===== config.mk =====
export PLATFORM = sky130hd
export DESIGN_NAME = nibble_mult8
export DESIGN_NICKNAME = d
export VERILOG_FILES = /design/src/rtl/nibmul_pkg.sv /design/src/rtl/fa_cell.sv /design/src/rtl/nib_array_mult.sv /design/src/rtl/nib_cla.sv /design/src/rtl/nib_sum3.sv /design/src/rtl/nib_top_add.sv /design/src/rtl/nibble_mult8.sv
export SDC_FILE = /design/constraint.sdc
export NUM_CORES = 1
export LEC_CHECK = 0
export BUFFER_PORTS_ARGS = -buffer_cell sky130_fd_sc_hd__buf_2
export CAP_MARGIN = 0
export CORE_MARGIN = 5
export CORE_UTILIZATION = 50
export DETAILED_ROUTE_END_ITERATION = 10
export PLACE_DENSITY = 0.82
export SLEW_MARGIN = 20
export SYNTH_ARGS = -nofsm -noshare
export SYNTH_HDL_FRONTEND = slang
export SYNTH_SLANG_ARGS = --single-unit
export TNS_END_PERCENT = 10

===== constraint.sdc =====
create_clock -name vclk -period 23.5
set_input_delay 4.7 -clock vclk [all_inputs]
set_output_delay 4.7 -clock vclk [all_outputs]
set_load 0.02 [all_outputs]

===== src/rtl/nibmul_pkg.sv =====
package nibmul_pkg;
  localparam int NIB_W  = 4;
  localparam int OP_W   = 2 * NIB_W;
  localparam int PROD_W = 2 * OP_W;

  typedef logic [NIB_W-1:0]   nibble_t;
  typedef logic [OP_W-1:0]    subprod_t;
endpackage


===== src/rtl/fa_cell.sv =====
module fa_cell (
  input  logic a,
  input  logic b,
  input  logic ci,
  output logic s,
  output logic co
);
  assign s  = a ^ b ^ ci;
  assign co = (a & b) | (ci & (a ^ b));
endmodule


===== src/rtl/nib_array_mult.sv =====
// W x W unsigned array multiplier: one AND per bit pair, rows of full-adder cells.
module nib_array_mult #(
  parameter int W = 4
) (
  input  logic [W-1:0]   x,
  input  logic [W-1:0]   y,
  output logic [2*W-1:0] p
);
  logic [W:0] rowVal [0:W-1];

  assign rowVal[0] = {1'b0, x & {W{y[0]}}};
  assign p[0]      = rowVal[0][0];

  for (genvar i = 1; i < W; i++) begin : gRow
    logic [W-1:0] andRow;
    logic [W-1:0] sumRow;
    logic [W:0]   carryChain;

    assign andRow        = x & {W{y[i]}};
    assign carryChain[0] = 1'b0;

    for (genvar j = 0; j < W; j++) begin : gCell
      fa_cell uCell (
        .a  (rowVal[i-1][j+1]),
        .b  (andRow[j]),
        .ci (carryChain[j]),
        .s  (sumRow[j]),
        .co (carryChain[j+1])
      );
    end

    assign rowVal[i] = {carryChain[W], sumRow};
    assign p[i]      = rowVal[i][0];
  end

  assign p[2*W-1:W] = rowVal[W-1][W:1];
endmodule


===== src/rtl/nib_cla.sv =====
// W-bit carry-lookahead adder: every carry is a flat sum of generate/propagate terms.
module nib_cla #(
  parameter int W = 4
) (
  input  logic [W-1:0] x,
  input  logic [W-1:0] y,
  input  logic         cin,
  output logic [W-1:0] sum,
  output logic         cout
);
  logic [W-1:0] gen;
  logic [W-1:0] prop;
  logic [W:0]   carry;

  assign gen  = x & y;
  assign prop = x ^ y;

  always_comb begin
    for (int k = 0; k <= W; k++) begin
      logic term;
      logic acc;
      term = cin;
      for (int j = 0; j < k; j++) term = term & prop[j];
      acc = term;
      for (int j = 0; j < k; j++) begin
        term = gen[j];
        for (int m = j + 1; m < k; m++) term = term & prop[m];
        acc = acc | term;
      end
      carry[k] = acc;
    end
  end

  assign sum  = prop ^ carry[W-1:0];
  assign cout = carry[W];
endmodule


===== src/rtl/nib_sum3.sv =====
// Three-operand nibble adder: carry-save row, then lookahead on sum + shifted carry.
// Two incoming carries: one fills the free bit-0 slot, one uses the carry-in.
module nib_sum3 #(
  parameter int W = 4
) (
  input  logic [W-1:0] x,
  input  logic [W-1:0] y,
  input  logic [W-1:0] z,
  input  logic         cInA,
  input  logic         cInB,
  output logic [W-1:0] sum,
  output logic         cOutA,
  output logic         cOutB
);
  logic [W-1:0] saveSum;
  logic [W-1:0] saveCarry;
  logic [W-1:0] shiftedCarry;

  for (genvar i = 0; i < W; i++) begin : gCsa
    fa_cell uCsa (
      .a  (x[i]),
      .b  (y[i]),
      .ci (z[i]),
      .s  (saveSum[i]),
      .co (saveCarry[i])
    );
  end

  assign shiftedCarry = {saveCarry[W-2:0], cInA};
  assign cOutA        = saveCarry[W-1];

  nib_cla #(.W(W)) uCla (
    .x    (saveSum),
    .y    (shiftedCarry),
    .cin  (cInB),
    .sum  (sum),
    .cout (cOutB)
  );
endmodule


===== src/rtl/nib_top_add.sv =====
// Top nibble: x + cInA + cInB with lookahead carries for the in-range bits only.
module nib_top_add #(
  parameter int W = 4
) (
  input  logic [W-1:0] x,
  input  logic         cInA,
  input  logic         cInB,
  output logic [W-1:0] sum
);
  logic [W-1:0] addend;
  logic [W-1:0] gen;
  logic [W-1:0] prop;
  logic [W-1:0] carry;

  assign addend = {{(W-1){1'b0}}, cInA};
  assign gen    = x & addend;
  assign prop   = x ^ addend;

  always_comb begin
    for (int k = 0; k < W; k++) begin
      logic term;
      logic acc;
      term = cInB;
      for (int j = 0; j < k; j++) term = term & prop[j];
      acc = term;
      for (int j = 0; j < k; j++) begin
        term = gen[j];
        for (int m = j + 1; m < k; m++) term = term & prop[m];
        acc = acc | term;
      end
      carry[k] = acc;
    end
  end

  assign sum = prop ^ carry;
endmodule


===== src/rtl/nibble_mult8.sv =====
module nibble_mult8
  import nibmul_pkg::*;
(
  input  logic [7:0]  opA,
  input  logic [7:0]  opB,
  output logic [15:0] product
);
  localparam int N = NIB_W;

  nibble_t  aLo, aHi, bLo, bHi;
  subprod_t pp0, pp1, pp2, pp3;
  nibble_t  midSum, highSum, topSum;
  logic     c1A, c1B, c2A, c2B;

  assign aLo = opA[N-1:0];
  assign aHi = opA[OP_W-1:N];
  assign bLo = opB[N-1:0];
  assign bHi = opB[OP_W-1:N];

  // Four cross products
  nib_array_mult #(.W(N)) uPp0 (.x(aLo), .y(bLo), .p(pp0));
  nib_array_mult #(.W(N)) uPp1 (.x(aHi), .y(bLo), .p(pp1));
  nib_array_mult #(.W(N)) uPp2 (.x(aLo), .y(bHi), .p(pp2));
  nib_array_mult #(.W(N)) uPp3 (.x(aHi), .y(bHi), .p(pp3));

  // Nibble 1: three operands, no incoming carries
  nib_sum3 #(.W(N)) uMid (
    .x(pp0[OP_W-1:N]), .y(pp1[N-1:0]), .z(pp2[N-1:0]),
    .cInA(1'b0), .cInB(1'b0),
    .sum(midSum), .cOutA(c1A), .cOutB(c1B)
  );

  // Nibble 2: three operands plus both carries from nibble 1
  nib_sum3 #(.W(N)) uHigh (
    .x(pp1[OP_W-1:N]), .y(pp2[OP_W-1:N]), .z(pp3[N-1:0]),
    .cInA(c1A), .cInB(c1B),
    .sum(highSum), .cOutA(c2A), .cOutB(c2B)
  );

  // Nibble 3: high*high upper nibble plus both carries from nibble 2
  nib_top_add #(.W(N)) uTop (
    .x(pp3[OP_W-1:N]), .cInA(c2A), .cInB(c2B), .sum(topSum)
  );

  assign product = {topSum, highSum, midSum, pp0[N-1:0]};
endmodule


==> flow_summary.toml <==
[placement]
io_buffers = 32
dpl.cell_count = 301
dp_slack_ns = 7.840
gp_congestion = 0.7834
place.detailed.hpwl_um = 3298
place_area_um2 = 2153

[critical_path]
crit_top_cell = "fa_1"
cpMaxStageDelayCell = "fa_1"
worst-setup-path-type = "in -> out"
critPathArrivalTime_ns = 10.95
start_kind = "input port"
cp_max_fo = 8
required_ns = 18.80
cpPeakStageDelay_ns = 0.51
end_kind = "primary output"

[power]
max-vdd-ir-drop_mv = 0.05367
swShare_pct = 61.35
pwr-share-seq_pct = 0
total_power_mw = 0.1517
clkPwrFrac_pct = 0
power_density_nw_per_um2 = 70.43
p_switching_mw = 0.09304
leakagePower_nw = 1.243
share_comb_of_total_power_pct = 100.0
intPower_mw = 0.05862

[die]
dieArea_um2 = 5279
core-area_um2 = 3744
io_pins = 32
dieHeight_um = 72.66
die_w_um = 72.66
initial_core_util_pct = 52.44
rows = 22

[clock_tree]
cts_setup_buffers = 0
postCtsResizedCells = 0
ctsHoldBuffers = 0

[route]
wire_per_inst_um = 11.64
drt_iter0_markers = 25
routed_wl_um = 3504
drc = 0
antenna_left = 0
num_vias = 1434
avgViaCountPerCell = 4.764
drt-pass1-iter-count = 4

[yosys]
yosys.cell_types.count = 16
syn-cell-area_um2 = 1963
syn-num-nets = 311
synthCells = 225
ys_warn_count = 0
syn_area_per_cell_um2 = 8.725
yosysSeqAreaShare_pct = 0

[grt]
grtUsageTotal_pct = 14.37
grt_pass1_wl_um = 6189
antenna_found_initial = 0
gr-total-overflow = 0
grt_max_degree = 9
grt_pass1_vias = 1442

[sta]
rsz0062_at_grt = "no"
finalSetupTns_ns = 0
finalCritPeriodShare_pct = 66.58
max_freq_mhz = 63.91
setup_slack_ns = 7.854
drv_slew = 0
hold_violations = 0
fin_hold_ws_ns = 9.807
timing.final.setup_violations = 0
fin_crit_ns = 15.65
tightest_slew_ns = 0.1947
max_slew_margin_pct = 86.97

[finish]
final_nets = 341
final_area_um2 = 2153
ff_latch_area_um2 = 0
n_sequential_cell = 0
layout-drive-gt1-share_pct = 13.04
nClkBuffers = 0
final_util_pct = 57.52
insertedDiodeCount = 0
finalNonFillerCells = 301
syn_to_final_growth_pct = 9.688

[hold_path]
holdPathEnd = "product[0]"
holdPathStages = 3
hold_path_class = "in -> out"
hp-start = "opA[0]"

[job]
max_cap_violations = 0

[run_status]
outcome = "finished, final reports clean"
[layout make-up]
type,count,area [um2]
fillers,349,1590
multi-input cells,152,1674
repair buffers,32,160.2
inverters,69,259.0
well taps,48,60.06
[synth_stat cells]
master    count  area, um2
fa_1         43      860.8
o21ai_0       1      5.000
xor2_1        4      35.03
o21a_1        1      7.510
nor3b_2       1      12.51
ha_1         27      337.8
o211ai_1      1      7.510
and2_1       43      269.0
nor2_1        3      11.26
nand2b_1      1      6.260
nand2_1      22      82.58
buf_4         4      30.03
a21o_1        1      7.510
a21oi_1       1      5.000
inv_1        69      259.0
xnor2_1       3      26.28
[worst max-delay path: cells and delay by family]
family,cells,cell delay [ns]
adders and majority gates,13,4.58
buffers and inverters,6,0.61
AOI/OAI and AO/OA,3,0.52
and+or+nand+nor,3,0.37
xor gates and xnor gates,1,0.18
[worst max path at each step]
stage	startpoint	to	slack (ns)	depth (start not counted)
2_1_floorplan	opB[0]	product[13]	8.24	24
3_3_place_gp	opB[0]	product[13]	7.98	26
3_5_place_dp	opB[1]	product[13]	7.84	26
4_1_cts	opB[1]	product[13]	7.81	26
5_1_grt	opB[1]	product[14]	7.49	28
6_report	opB[1]	product[13]	7.85	26
[cells in the final DEF, fill, tap and decap left out, types with 3 or more instances in the layout]
cell / instances
and2_1: 43
ha_1: 27
nor2_1: 3
nand2_1: 22
fa_1: 43
inv_1: 69
xnor2_1: 3
xor2_1: 4
buf_2: 32
[kinds of logic after synthesis]
family	after synthesis	synth area share, %
compound gates	5	1.657
fa+ha+maj	70	61.06
buf+inv	73	14.72
xor+xnor	7	3.123
simple gates	70	19.44
[routing by layer]
metal | GRT usage [%] | vias up | wire length [um]
li1 | - | 689 | -
met1 | 17.30 | 709 | 1375
met2 | 27.86 | 30 | 1875
met3 | 1.102 | 6 | 183
met4 | 2.459 | 0 | 70
met5 | 0 | - | 0
[power by group through the flow]
stage	sequential [mW]	combinational [mW]	clock (mW)
floorplan	0	0.116	0
detailed placement	0	0.155	0
global placement	0	0.149	0
global route	0	0.171	0
CTS	0	0.156	0
finish	0	0.152	0
(Power assumes the default switching activity.)
